<file path="config.mk">
export PLATFORM = sky130hd
export DESIGN_NAME = dual_bridge_chopper
export DESIGN_NICKNAME = d
export VERILOG_FILES = /design/src/rtl/chop_pkg.sv /design/src/rtl/chop_period_gen.sv /design/src/rtl/chop_hold_timer.sv /design/src/rtl/chop_lane.sv /design/src/rtl/dual_bridge_chopper.sv
export SDC_FILE = /design/constraint.sdc
export NUM_CORES = 1
export LEC_CHECK = 0
export ABC_AREA = 0
export BUFFER_PORTS_ARGS = -buffer_cell sky130_fd_sc_hd__buf_2
export CELL_PAD_IN_SITES_DETAIL_PLACEMENT = 0
export CELL_PAD_IN_SITES_GLOBAL_PLACEMENT = 1
export CORE_ASPECT_RATIO = 0.75
export CORE_UTILIZATION = 45
export DETAILED_ROUTE_END_ITERATION = 10
export PLACE_DENSITY_LB_ADDON = 0.12
export SYNTH_ARGS = -nofsm -noshare
export SYNTH_HDL_FRONTEND = slang
export SYNTH_SLANG_ARGS = --single-unit
</file>
<file path="constraint.sdc">
create_clock -name clk -period 4.5 [get_ports clk]
set_input_delay 0.225 -clock clk [delete_from_list [all_inputs] [get_ports clk]]
set_output_delay 0.225 -clock clk [all_outputs]
set_load 0.01 [all_outputs]
</file>
<file path="src/rtl/chop_pkg.sv">
`timescale 1ns/1ps
// Package: shared types for the dual-bridge current chopper.
// Assumes: nothing beyond standard SystemVerilog packed structs.
package chop_pkg;

    // Per-lane control from the shared top-level logic.
    typedef struct packed {
        logic set;   // period start: open the source enable
        logic hold;  // override (disable or brake): keep the enable open
    } lane_ctl_t;

endpackage

</file>
<file path="src/rtl/chop_period_gen.sv">
`timescale 1ns/1ps
// Module: chop_period_gen
// Free-running period counter shared by all bridges. It issues a one-cycle
// per_tick in the last cycle of each period, so a period is tmr_count plus
// BLANK_CYC cycles long.
// Assumes: tmr_count >= 1. If tmr_count shrinks mid-period, the counter
// ends the period at once instead of wrapping through the full range.
module chop_period_gen #(
    parameter int CNT_W     = 12,
    parameter int BLANK_CYC = 65
) (
    input  logic             clk,
    input  logic             rst_n,
    input  logic [CNT_W-1:0] tmr_count,
    output logic             per_tick
);
    localparam int PW = CNT_W + 1;

    logic [PW-1:0] cnt;
    logic [PW-1:0] last_idx;

    // Index of the final cycle in the period.
    always_comb begin
        last_idx = PW'(tmr_count) + PW'(BLANK_CYC) - PW'(1);
    end

    assign per_tick = (cnt >= last_idx);

    // Count cycles inside the period; restart at zero after the last one.
    always_ff @(posedge clk) begin
        if (!rst_n) begin
            cnt <= '0;
        end else if (per_tick) begin
            cnt <= '0;
        end else begin
            cnt <= cnt + PW'(1);
        end
    end

endmodule

</file>
<file path="src/rtl/chop_hold_timer.sv">
`timescale 1ns/1ps
// Module: chop_hold_timer
// Retriggerable down-counter. A load makes busy high for exactly LEN cycles,
// starting in the following cycle. START_FULL selects whether the window is
// already running when reset is released.
// Assumes: LEN >= 1.
module chop_hold_timer #(
    parameter int LEN        = 65,
    parameter bit START_FULL = 1'b0
) (
    input  logic clk,
    input  logic rst_n,
    input  logic load,
    output logic busy
);
    localparam int CW = $clog2(LEN + 1);

    logic [CW-1:0] remain;

    // Reload on request; otherwise run down to zero and stop.
    always_ff @(posedge clk) begin
        if (!rst_n) begin
            remain <= START_FULL ? CW'(LEN) : '0;
        end else if (load) begin
            remain <= CW'(LEN);
        end else if (remain != '0) begin
            remain <= remain - CW'(1);
        end
    end

    assign busy = (remain != '0);

endmodule

</file>
<file path="src/rtl/chop_lane.sv">
`timescale 1ns/1ps
// Module: chop_lane
// One bridge's part of the chopper: a registered magnitude compare, two
// blanking timers (turn-on and polarity change) and the set/reset
// source-enable latch. Set and hold take priority over a trip.
// Assumes: sense and thr share width CODE_W; dir_pulse is a one-cycle strobe.
module chop_lane
    import chop_pkg::*;
#(
    parameter int CODE_W        = 10,
    parameter int BLANK_CYC     = 65,
    parameter int DIR_BLANK_CYC = 90
) (
    input  logic              clk,
    input  logic              rst_n,
    input  lane_ctl_t         ctl,
    input  logic [CODE_W-1:0] sense,
    input  logic [CODE_W-1:0] thr,
    input  logic              dir_pulse,
    output logic              src_en,
    output logic              blanking
);
    logic trip_q;
    logic on_blank;
    logic dir_blank;
    logic latch_q;

    // Blanking after each turn-on; it is already running out of reset.
    chop_hold_timer #(
        .LEN        (BLANK_CYC),
        .START_FULL (1'b1)
    ) u_on_blank (
        .clk   (clk),
        .rst_n (rst_n),
        .load  (ctl.set),
        .busy  (on_blank)
    );

    // Blanking after a load-current polarity change.
    chop_hold_timer #(
        .LEN        (DIR_BLANK_CYC),
        .START_FULL (1'b0)
    ) u_dir_blank (
        .clk   (clk),
        .rst_n (rst_n),
        .load  (dir_pulse),
        .busy  (dir_blank)
    );

    assign blanking = on_blank | dir_blank;

    // Register the magnitude comparison to keep the latch input shallow.
    always_ff @(posedge clk) begin
        if (!rst_n) begin
            trip_q <= 1'b0;
        end else begin
            trip_q <= (sense >= thr);
        end
    end

    // Source-enable latch: set or hold wins over a trip; trips are masked while blanked.
    always_ff @(posedge clk) begin
        if (!rst_n) begin
            latch_q <= 1'b1;
        end else if (ctl.set || ctl.hold) begin
            latch_q <= 1'b1;
        end else if (trip_q && !blanking) begin
            latch_q <= 1'b0;
        end
    end

    assign src_en = latch_q;

endmodule

</file>
<file path="src/rtl/dual_bridge_chopper.sv">
`timescale 1ns/1ps
// Module: dual_bridge_chopper (top)
// Fixed-frequency peak-current chopper for NB bridges. One period counter
// opens every bridge's source enable; each bridge closes independently when
// its sense code reaches ref_code/4, outside its blanking windows.
// Assumes: CODE_W >= 3; inputs are synchronous to clk.
module dual_bridge_chopper
    import chop_pkg::*;
#(
    parameter int NB            = 2,
    parameter int CODE_W        = 10,
    parameter int CNT_W         = 12,
    parameter int BLANK_CYC     = 65,
    parameter int DIR_BLANK_CYC = 90
) (
    input  logic                 clk,
    input  logic                 rst_n,
    input  logic [CNT_W-1:0]     tmr_count,
    input  logic [CODE_W-1:0]    ref_code,
    input  logic [NB*CODE_W-1:0] sense_code,
    input  logic                 chop_off,
    input  logic [NB-1:0]        brake,
    input  logic [NB-1:0]        dir_pulse,
    output logic [NB-1:0]        src_en
);
    logic              per_tick;
    logic [NB-1:0]     lane_blank;
    logic [CODE_W-1:0] thr;

    // Threshold is the reference divided by four.
    assign thr = {2'b00, ref_code[CODE_W-1:2]};

    chop_period_gen #(
        .CNT_W     (CNT_W),
        .BLANK_CYC (BLANK_CYC)
    ) u_period (
        .clk       (clk),
        .rst_n     (rst_n),
        .tmr_count (tmr_count),
        .per_tick  (per_tick)
    );

    for (genvar gi = 0; gi < NB; gi++) begin : g_lane
        lane_ctl_t ctl;
        assign ctl.set  = per_tick;
        assign ctl.hold = chop_off | brake[gi];

        chop_lane #(
            .CODE_W        (CODE_W),
            .BLANK_CYC     (BLANK_CYC),
            .DIR_BLANK_CYC (DIR_BLANK_CYC)
        ) u_lane (
            .clk       (clk),
            .rst_n     (rst_n),
            .ctl       (ctl),
            .sense     (sense_code[gi*CODE_W +: CODE_W]),
            .thr       (thr),
            .dir_pulse (dir_pulse[gi]),
            .src_en    (src_en[gi]),
            .blanking  (lane_blank[gi])
        );
    end

endmodule

</file>
==> results by stage, run 1 <==
Outcome:
- The run finished with clean final reports.

Critical path:
- The capturing element type of the critical path is a register.
- Of all nets on the critical path, the largest fanout is 4.
- For the worst flop-to-flop path, the logic depth is 6.
- The startpoint type of the worst setup path is an input port.
- The startpoint of the lowest-slack register-to-register path is u_period.cnt[10]$_SDFF_PP0_.
- At the worst endpoint, the arrival time is 2.53 ns.
- The critical path in this run is classified as in -> reg.
- At the worst endpoint, the required time is 4.67 ns.
- The minimum setup slack among reg-to-reg paths is 2.35 ns.
- In this run the critical register-to-register path is captured at g_lane[0].u_lane.src_en$_SDFFE_PP1P_.

Logic synthesis:
- The total nets after synthesis is 383.
- After technology mapping, the gate count stands at 298.
- The biggest area contributor in the post-synthesis netlist is dfxtp_1.
- Yosys printed 0 warnings.
- In the synthesized netlist the dominant register cell turns out to be dfxtp_1.
- The cell area after technology mapping is 0.002635 mm2.
- The synthesized design contains 0 enable-type register cells.
- The distinct cell type count of the synthesized netlist is 42.
- A synthesized cell averages 8.842 um2.
- After synthesis the netlist holds a flip-flop and latch count of 45.
- For this run, the register share of the synthesized area comes to 34.19%.
- The most common cell in the netlist is dfxtp_1.
- In the synthesized netlist the async set-or-reset flop fraction comes to 0%.
- The commonest cells after synthesis are dfxtp_1, nor2_1, ha_1.
- Of the post-synthesis cell area, the dominant cell type holds 34.19%.
- Yosys attributes the largest share of cell area to dfxtp_1, ha_1, xnor2_1, nor2_1, xor2_1.

Die:
- The floorplan step defined a die boundary enclosing 0.006169 mm2.
- The initial cell density of the core is 47.94%.
- The core region area is 0.005497 mm2.
- Measured along the y axis, the die boundary spans 68.27 um.
- The floorplan step set the die width to 90.36 um.
- The number of rows created at floorplan is 23.
- The number of top-level design ports is 51.

Clocking:
- TritonCTS built the clock tree.
- After clock tree synthesis, the repair step resized 0 gates.
- Buffers added to address setup during post-CTS repair amount to 0.
- The cell at the root of the clock tree is clkbuf_8.
- Clock latency on the worst-skew pair, taken at its later pin, is 0.29 ns.
- The clock passes through at most 2 buffers.
- The H-tree was split into 2 levels.
- The tree built by TritonCTS fans out to 45 sinks.
- Clock tree synthesis inserted a total of 5 buffers.
- After clock tree synthesis, the clock-pin slew on the worst setup and hold paths is 0.09 ns.
- The number of hold buffers added after CTS was 0.

Drt:
- The post-route DRC violation count is 0.
- For this block, the initial DRC count from the detailed router was 65.
- The vias after detailed routing is 2092.
- The via density per instance is 4.946.
- The residual antenna-violating net count after detailed routing is 0.
- The average wire per standard cell is 11.43 um.
- The first-pass detailed-route iteration total is 4.
- The final routed wirelength across all metal layers is 4836 um.

Timing:
- The final count of negative-setup-slack endpoints is 0.
- The maximum clock skew at final layout is 0.008715 ns.
- The number of endpoints with negative hold slack in the final report was 0.
- The routed design could run at a clock period as short as 2.352 ns.
- The number of pins with negative max-slew slack in the final report was 0.
- Across all hold checks on the routed design, the worst slack comes to 0.1180 ns.
- The slew of the pin with the lowest slew margin is 0.5597 ns.
- Timing would allow up to 425.1 MHz.
- In the finished design, the share of the clock period the worst path needs comes to 52.27%.
- The sum of negative setup slack is 0 ns.
- Setup repair after global routing left no endpoint under its margin.
- The worst max-slew margin expressed relative to the limit is 61.72%.

Placed design:
- The congestion estimate from routability-driven global placement came to 0.7653.
- The number of buffers added on ports is 48.
- The HPWL after detailed placement is 3933 um.

Cells and area:
- The proportion of layout cells with a drive suffix above 1 is 18.39%.
- The final-layout fill cell count is 547.
- The final core area utilization is 55.02%.
- The net count of the finished layout is 432.
- The layout-stage area growth over the synthesis result is 14.77%.
- The antenna diode count is 0.

Flow run:
- The total of max-cap violations is 0.

Global routing:
- Global routing used 17.12% of the available tracks.
- The largest net degree at the start of global routing is 28.
- The final global-route overflow total is 0.
- The wire length of the first global-routing pass is 8542 um.
- The number of antenna violations at the first check in global routing is 0.
- The via count of the first global-routing pass is 1907.

Worst hold path:
- For hold timing, the worst endpoint is g_lane[0].u_lane.src_en$_SDFFE_PP1P_.
- The cell depth of the worst hold path is 2.
- The hold path startpoint is brake[0].
- The type of the tightest min-delay check is in -> reg.

Pwr:
- Dividing total power by cell area gives a power density of 313.1 mW/mm2.
- Across the VDD grid, the largest voltage drop is 135.6 uV.
- The cell leakage power is 0.001373 uW.
[cell families after synthesis]
group | count (synthesis) | synth area share (%)
AO/OA/AOI/OAI | 37 | 9.877
XOR/XNOR | 32 | 10.64
adder cells (fa/ha/maj) | 36 | 17.09
buffers and inverters | 33 | 5.365
flip-flops | 45 | 34.19
multiplexers | 2 | 0.7598
AND/OR/NAND/NOR | 113 | 22.08
[registers in the layout, summed over array words and instances, names as in the netlist]
name                              count
g_lane.u_lane.src_en                  2
g_lane.u_lane.trip_q                  2
g_lane.u_lane.u_dir_blank.remain     14
g_lane.u_lane.u_on_blank.remain      14
u_period.cnt                         13
[layer usage]
metal / GRT usage [%] / vias up / share of wire [%]
met1: 23.71 / 934 / 54
met3: 3.667 / 2 / 3.5
met2: 27.67 / 31 / 42
met4: 3.629 / 0 / 0.48
li1: - / 1125 / -
met5: 0 / - / 0
[layout by cell type (no fill, tap or decap), types with 5 or more instances in the layout]
cell / n
nand2b_1: 9
a211oi_1: 5
nor2_1: 40
inv_1: 26
nand4_1: 5
buf_2: 48
ha_1: 36
nand3_1: 9
and3_1: 5
nand2_1: 15
nor3_1: 14
o21a_1: 5
a2111oi_0: 5
xor2_1: 14
dfxtp_1: 45
xnor2_1: 18
a21oi_1: 8
clkbuf_8: 5
[metrics by stage]
step,area [um2],total power (uW),setup slack [ns],cells
3_5_place_dp,2933,713.2,1.869,415
3_3_place_gp,2933,707.1,1.817,415
4_1_cts,3024,963.3,2.171,423
2_1_floorplan,2635,654.2,2.229,298
6_report,3024,947.0,2.148,423
5_1_grt,3024,1019,1.876,423
[worst max-delay path by stage]
stage                 startpoint                                                  to  slack, ns  cells after the start
floorplan           tmr_count[6]                g_lane[1].u_lane.src_en$_SDFFE_PP1P_       2.23                     10
global placement    tmr_count[6]                g_lane[0].u_lane.src_en$_SDFFE_PP1P_       1.82                     10
detailed placement  tmr_count[6]                g_lane[0].u_lane.src_en$_SDFFE_PP1P_       1.87                     10
CTS                 tmr_count[6]  g_lane[1].u_lane.u_on_blank.remain[3]$_SDFFE_PP0P_       2.17                     11
global route        tmr_count[6]  g_lane[1].u_lane.u_on_blank.remain[3]$_SDFFE_PP0P_       1.88                     11
finish              tmr_count[6]                g_lane[0].u_lane.src_en$_SDFFE_PP1P_       2.15                     10
[critical path, cell delays in order]
cell,delay [ns]
buf_2,0.12
ha_1,0.21
and3_1,0.17
xnor2_1,0.16
ha_1,0.27
a21oi_1,0.12
nor2_1,0.06
a2111oi_0,0.41
o211ai_1,0.27
or4b_1,0.50
[report_power, final]
part	switching [uW]	internal, uW	total (uW)	leakage (uW)
logic	110	112	222	0.000954
clock network	135	110	245	0.0000481
registers	38.8	441	480	0.000371
total	284	663	947	0.00137
[area by class of cell]
type / count / area, um2 / share of cell area, %
multi-input cells: 220 / 1593 / 52.67
clock inverters: 3 / 22.52 / 0.7447
clock buffers: 5 / 68.82 / 2.276
inverters: 26 / 97.59 / 3.227
flip-flops and latches: 45 / 900.9 / 29.79
repair buffers: 49 / 247.7 / 8.192
well taps: 75 / 93.84 / 3.103
Note: power is estimated with default switching activity, not from simulation.
==> run 2, diff against run 1 <==
- ABC_AREA: 0 -> 1
- CORE_UTILIZATION: 45 -> 36
- clock period: 4.5 -> 2 ns (I/O delays scaled with it)
==> run 2 against run 1 <==
Against the previous run:
- worst hold slack worse by 0.034 ns
- non-clock buffer count grew 1
- synthesized area up 15%
- total power rose by 140%
- critical path type is now reg -> reg
- wire length is 25% higher
- largest power group unchanged
- via count grew 26%
- sequential power is 120% higher
==> results by stage, run 2 <==
Outcome:
- The flow ran to the end, and the final reports show no timing, DRC or antenna violations.

Critical path:
- The highest-delay cell along the critical path is dfxtp_1.
- By startpoint and endpoint, the worst setup path is classified as reg -> reg.
- The dominant cell type by count on the critical path is nand2_1.
- The capturing element type of the critical path is a register.
- At the worst endpoint, the arrival time is 1.80 ns.
- The startpoint type of the worst setup path is a register.
- The gate family responsible for the most delay along the worst path is simple AND/OR/NAND/NOR gates.
- Traced cell by cell, the critical path runs through ha_1 > a21oi_1 > nand2_1 > nand2_1 > nand2_1 > nand2_1 > nand2_1 > nand2_1 > nand3_1.
- The worst stage delay on the critical path is 0.44 ns.
- Along the worst path, the maximum fanout reaches 6.
- Counting both buffers and inverters, the worst setup path holds a total of 0.
- The required time at the endpoint of the critical path is 2.17 ns.

Placed design:
- The number of buffers added on ports is 48.
- The total half-perimeter wirelength after legalization and detailed placement is 4909 um.
- The final RePlAce weighted congestion is 0.7840.
- At the placement stage, the worst setup path has a slack of 0.08980 ns.

Die:
- The number of rows created at floorplan is 28.
- The initial cell density of the core is 37.93%.
- The die is 81.62 um tall.
- The die is 108.2 um wide.
- In this run the count of I/O pins placed on the die edge is 51.
- The floorplan step defined a die boundary enclosing 0.008828 mm2.
- After floorplanning, the core was sized to cover 0.008023 mm2.

Cells and area:
- The library cell used most frequently in the layout, excluding fill and tap cells, is nand2_1.
- The net count of the finished layout is 575.
- The largest registers in the layout are g_lane.u_lane.u_dir_blank.remain: 14 flops, g_lane.u_lane.u_on_blank.remain: 14 flops, u_period.cnt: 13 flops.
- The sequential standard cell area is 900.9 um2.
- The top cell types in the final layout, fill and taps aside, are nand2_1, inv_1, nor2_1.
- The proportion of layout cells with a drive suffix above 1 is 15.07%.
- The layout-stage area growth over the synthesis result is 15.42%.
- The final-layout fill cell count is 861.
- The number of antenna diodes in the final layout is 0.
- The total area of multi-input combinational cells is 0.001793 mm2.

Logic synthesis:
- After synthesis the netlist holds a flip-flop and latch count of 45.
- After synthesis, the cell types taking the most area are dfxtp_1, ha_1, nand2_1, inv_1, nor2_1.
- Counting instances in the post-synthesis netlist gives the leading cell types as nand2_1, inv_1, nor2_1.
- The biggest area consumer among synthesized cells is dfxtp_1.
- For this run, the register share of the synthesized area comes to 29.61%.
- The synthesized design devotes to its leading area cell type 29.61% of total area.
- Synthesis produced 438 cells.
- The total number of yosys warnings is 0.
- The synthesized area per cell is 6.947 um2.
- The most common cell in the netlist is nand2_1.
- The number of synthesized flops with an enable pin is 0.
- Counting flops with an async set or reset pin after synthesis yields a share of 0%.
- The distinct cell type count of the synthesized netlist is 34.
- The cell area after technology mapping is 0.003043 mm2.
- When the netlist entered floorplanning its net count stood at 523.
- The most used flip-flop cell after synthesis is dfxtp_1.

Drt:
- For this block, the routed nets add up to 6050 um of wire.
- The post-route DRC violation count is 0.
- The average wire per standard cell is 10.15 um.
- In the routed layout, each cell is associated on average with a via count of 4.419.
- The vias after detailed routing is 2634.
- The starting DRC count in detailed routing is 94.
- The first TritonRoute pass finished after 4 iterations.
- The residual antenna-violating net count after detailed routing is 0.

Global routing:
- The most congested layer reported by global routing is met1.
- Entering global routing, the biggest net connects 24 pins.
- The via count of the first global-routing pass was 2443.
- The overall fraction of global-route tracks in use is 15.21%.
- The met1 layer usage reported by global route is 22.62%.
- The number of antenna violations at the first check in global routing is 0.
- For this run the aggregate overflow at the end of global routing stands at 0.
- The first global-routing pass estimated 10620 um of wire.
- Global routing consumed, on the met2 layer, 21.97% of the routing resources.
- The met3 track demand over resource is 3.810%.

Timing:
- The number of pins with negative max-slew slack in the final report is 0.
- The share of the cycle needed by the critical path after routing is 81.52%.
- The final count of negative-setup-slack endpoints is 0.
- Setup repair after global routing left no endpoint under its margin.
- The sum of negative setup slack is 0 ns.
- Once routing completed, OpenROAD measured the worst setup slack at 0.3695 ns.
- The clock period minus final worst setup slack is 1.630 ns.
- In this run the tightest slew margin relative to its limit is 78.54%.
- For the final database, setup skew stands at 0.01525 ns.
- The number of endpoints with negative hold slack in the final report is 0.
- For this run, the top clock speed supported by timing is 613.3 MHz.
- At the pin with the least slew margin, the transition time is 0.3194 ns.

Clocking:
- The cell sitting at the root of the clock tree is a clkbuf_8.
- The latest clock arrival within the worst-skew pair is 0.30 ns.
- The number of hold-repair buffers added at the cts stage is 0.
- The number of levels the H-tree was split into is 2.
- Once the clock tree was built, the setup fixing pass inserted 0 buffers.
- The total CTS buffers is 5.
- The number of gates given a new drive strength after cts is 0.
- The maximum count of clock buffers along a single path is 2.
- The clock slew seen by the registers of the worst setup and hold paths is 0.10 ns.
- The TritonCTS clock tree is built.
- The clock net in this run drives a total of 45 sinks.

Pwr:
- The power density over the cells is 659.3 mW/mm2.
- The cell leakage power is 0.001794 uW.
- The largest voltage drop on the vdd net is 333.1 uV.

Flow run:
- The total of max-cap violations is 0.

Worst hold path:
- The worst hold path belongs to the class in -> reg.
[run 2: area by class of cell]
cell class,count,area share (%)
Tap cell,105,3.741
Clock inverter,2,1.104
Clock buffer,6,2.066
Sequential cell,45,25.65
Multi-Input combinational cell,306,51.05
Timing Repair Buffer,50,7.624
Inverter,82,8.764
[run 2: logic make-up after synthesis]
logic type / Yosys count / share of synthesized area [%]
adder cells (fa/ha/maj): 36 / 14.80
buffers and inverters: 87 / 11.47
flip-flops: 45 / 29.61
XOR/XNOR: 21 / 6.044
AO/OA/AOI/OAI: 43 / 8.059
AND/OR/NAND/NOR: 206 / 30.02
[run 2: worst paths after layout]
path                                   start                                                  to  slack, ns  cells past startpoint
setup / recovery  u_period.cnt[2]$_SDFF_PP0_  g_lane[0].u_lane.u_on_blank.remain[0]$_SDFFE_PP1P_       0.37                      9
hold / removal                      brake[0]                g_lane[0].u_lane.src_en$_SDFFE_PP1P_       0.08                      4
setup reg to reg  u_period.cnt[2]$_SDFF_PP0_  g_lane[0].u_lane.u_on_blank.remain[0]$_SDFFE_PP1P_       0.37                      9
hold reg to reg   u_period.cnt[0]$_SDFF_PP0_                          u_period.cnt[0]$_SDFF_PP0_       0.47                      1
[run 2: per-stage QoR]
stage | utilization [%] | total power, uW | area, um2 | hold slack [ns] | instances
finish | 43.78 | 2316 | 3512 | 0.08428 | 596
global route | 43.78 | 2504 | 3512 | 0.09026 | 596
CTS | 43.78 | 2340 | 3512 | 0.07934 | 596
detailed placement | 42.39 | 1632 | 3401 | 0.3939 | 588
global placement | 42.39 | 1631 | 3401 | 0.3881 | 588
floorplan | - | 1487 | 3043 | 0.1976 | 438
[run 2: per-layer routing]
metal  up-vias  part of all wire (%)
li1       1475                     -
met1      1111                    58
met2        46                    38
met3         2                   3.6
met4         0                  0.53
met5         -                     0
[run 2: worst reg2reg max path: cells and delay by family, from the launching register on]
kind,cells,cell delay (ns)
and+or+nand+nor,7,0.58
AOI/OAI and AO/OA,1,0.18
DFF,1,0.44
adders and majority gates,1,0.30
[run 2: power breakdown]
group          internal (uW)  switching, uW
Clock                    376            325
Combinational            248            321
Sequential               983           62.0
Total                   1610            709
==> run 3, diff against run 2 <==
- CORE_UTILIZATION: 36 -> 40
- clock period: 2 -> 1.6 ns (I/O delays scaled with it)
==> run 3 against run 2 <==
Against the previous run:
- non-clock buffer count grew 21
- cell count is 2.9% higher
- flip-flop and latch count did not move
- maximum frequency increased by 3.5%
- critical path depth stayed put
- clock skew fell by 0.0044 ns
==> results by stage, run 3 (synthesized netlist as in run 2, its figures left out) <==
Outcome:
- The run finished with clean final reports.

Die:
- The floorplan die height is 77.54 um.
- For this design the top-level I/O count stands at 51.
- The core region is 0.007365 mm2.
- The width of the die is 102.7 um.
- The floorplan step defined a die boundary enclosing 0.007964 mm2.
- The number of rows created at floorplan is 27.
- The initial utilization of the core area, before any placement, comes to 41.32%.

Cells and area:
- From synthesis to final layout, the design area changed by 31.37%.
- 0 antenna diodes ended up in the layout.
- The largest registers in the layout are g_lane.u_lane.u_dir_blank.remain: 14 flops, g_lane.u_lane.u_on_blank.remain: 14 flops, u_period.cnt: 13 flops.
- The finished layout holds 613 standard cells, fillers aside.
- The net count of the finished layout is 596.
- The library cells used most frequently in the layout, excluding fill and tap cells, are inv_1, nand2_1, nor2_1.
- Of the cells placed in the final design, the portion with a size suffix greater than 1 is 29.10%.
- The most frequent standard cell in the layout excluding fill and tap cells is inv_1.

Pwr:
- Per report_power, the clock group accounts for 24.8% of the total.
- In this run, the combinational gates consume 30.2% of the power.
- Summed over all cells, the static leakage comes to 0.001938 uW.
- The internal portion of the total power is 1936 uW.
- In this run switching power makes up 33.23% of total power.
- Sequential cells account for 45.0% of the total power.
- After layout, the design draws a total of 2900 uW.
- For this design the total switching power over the nets is 963.7 uW.
- For this design the ratio of total power to cell area is 725.5 mW/mm2.
- The largest voltage drop on the vdd net is 369.4 uV.

Clocking:
- The cell at the root of the clock tree is clkbuf_8.
- The number of levels the H-tree was split into is 2.
- The sink count of the clock tree is 45.
- The clock slew seen by the registers of the worst setup and hold paths is 0.10 ns.
- At the later pin of the worst-skew pair, clock insertion delay measures 0.30 ns.
- TritonCTS built the clock tree.
- Counting along the longest clock path gives a buffer depth of 2.
- The number of hold-repair buffers added at the cts stage is 0.
- Clock tree synthesis inserted a total of 5 buffers.

Timing:
- Setup repair after global routing could not meet its margin everywhere.
- The tightest hold path in the finished design has a slack of 0.05634 ns.
- The number of pins with negative max-slew slack in the final report is 0.
- The clock period minus final worst setup slack is 1.575 ns.
- The share of the cycle needed by the critical path after routing is 98.45%.
- The clock arrives with 0.01090 ns of skew.
- The slew of the pin with the lowest slew margin is 0.3257 ns.
- The number of endpoints with negative hold slack in the final report is 0.
- The worst path meets setup with 0.02483 ns of slack.
- The top achievable clock speed is 634.9 MHz.
- Setup violations remaining at the end of the flow were counted as 0.
- The sum of negative setup slack is 0 ns.
- Headroom to the max-slew limit came out at 78.06%.

Drt:
- The average wire per standard cell is 10.49 um.
- The via density per instance is 4.471.
- The residual antenna-violating net count after detailed routing is 0.
- The starting DRC count in detailed routing is 58.
- The final routed wirelength across all metal layers is 6429 um.
- The first TritonRoute pass finished after 4 iterations.
- The vias after detailed routing is 2741.
- In the routed design, unresolved DRC markers number 0.

Critical path:
- The signal on the critical path passes through ha_4 > nand2_4 > inv_2 > nand2_2 > nand2_2 > a21oi_2 > nand4_4 > clkbuf_16 > nor2_1.
- The highest-delay cell along the critical path is dfxtp_4.
- The highest net fanout along the worst path is 6.
- STA classifies the critical path startpoint as a register.
- The class of the most critical setup path is reg -> reg.
- By instance count, the cell type seen most on the critical path is nand2_2.
- In this design, the stage delay of the slowest critical-path cell is 0.37 ns.
- Grouping stages by cell kind, the critical path spends the most delay in simple AND/OR/NAND/NOR gates.
- The required time at the endpoint of the critical path is 1.83 ns.
- The most critical setup path has its startpoint at u_period.cnt[12]$_SDFF_PP0_.
- The minimum setup slack among reg-to-reg paths is 0.02 ns.
- The capturing element type of the critical path is a register.
- At the worst endpoint, the arrival time is 1.81 ns.
- Counting both buffers and inverters, the worst setup path holds a total of 2.
- The worst register-to-register path begins at u_period.cnt[12]$_SDFF_PP0_.

Global routing:
- The wire length of the first global-routing pass is 10360 um.
- The overall fraction of global-route tracks in use is 16.36%.
- Global routing consumed, on the met1 layer, 24.08% of the routing resources.
- The final global-route overflow total is 0.
- Global routing used 3.243% of the available met3 tracks.
- met1 is the most crowded layer.
- The global-route met2 utilization is 23.93%.
- The largest net degree at the start of global routing is 16.
- The number of antenna violations at the first check in global routing is 0.
- The via count of the first global-routing pass came to 2417.

Placed design:
- The count of placed standard cells including taps is 601.
- Before CTS, the worst setup slack after placement is -0.2303 ns.
- The total half-perimeter wirelength after legalization and detailed placement is 5018 um.
- The final RePlAce weighted congestion is 0.7571.
- The number of buffers added on ports is 48.

Flow run:
- The tool flagged a number of max-cap violations equal to 0.

Worst hold path:
- In this run the most critical hold path is launched from dir_pulse[1].
- The type of the tightest min-delay check is in -> reg.
run 3: power groups by stage:
stage	logic [uW]	clock network [uW]	registers, uW
after detailed placement	752	0	1330
after global routing	1000	784	1320
final	876	718	1310
after CTS	758	749	1310
after global placement	745	0	1330
after floorplan	546	0	1310
run 3: worst paths after layout:
check / to / cells after the start
worst max-delay path: u_period.cnt[10]$_SDFF_PP0_ / 9
worst min-delay path: g_lane[1].u_lane.u_dir_blank.remain[0]$_SDFFE_PP0P_ / 4
worst min register to register: g_lane[1].u_lane.u_dir_blank.remain[6]$_SDFFE_PN0P_ / 2
worst max register to register: u_period.cnt[10]$_SDFF_PP0_ / 9
run 3: cell type report:
cell class,instances,area [um2]
sequential,45,912.1
timing repair buffer,71,475.5
multi-input combinational,306,2086
fill,763,3367
inverter,82,307.8
clock inverter,3,21.27
tap,101,126.4
clock buffer,5,68.82
run 3: what timing repair did:
action | 4_1_cts | 5_1_grt
setup endpoints to repair | 0 | 29
gates resized for setup | 0 | 65
buffers inserted | 0 | 2
run 3: metrics by stage:
step | cell area (um2) | util, %
4_1_cts | 3643 | 49.47
6_report | 3998 | 54.28
5_1_grt | 3998 | 54.28
2_1_floorplan | 3060 | -
3_3_place_gp | 3553 | 48.25
3_5_place_dp | 3553 | 48.25
run 3: routing by layer:
metal / share of wire, % / wire, um / vias up
met4: 0.73 / 47 / 0
met5: 0 / 0 / -
met3: 3.4 / 216 / 5
met1: 55 / 3510 / 1172
li1: - / - / 1524
met2: 41 / 2654 / 40
run 3: tightest hold or removal path, stage by stage:
cell and delay (ns):
buf_2 0.09, nor2_1 0.05, o21ai_0 0.06, a21oi_1 0.04
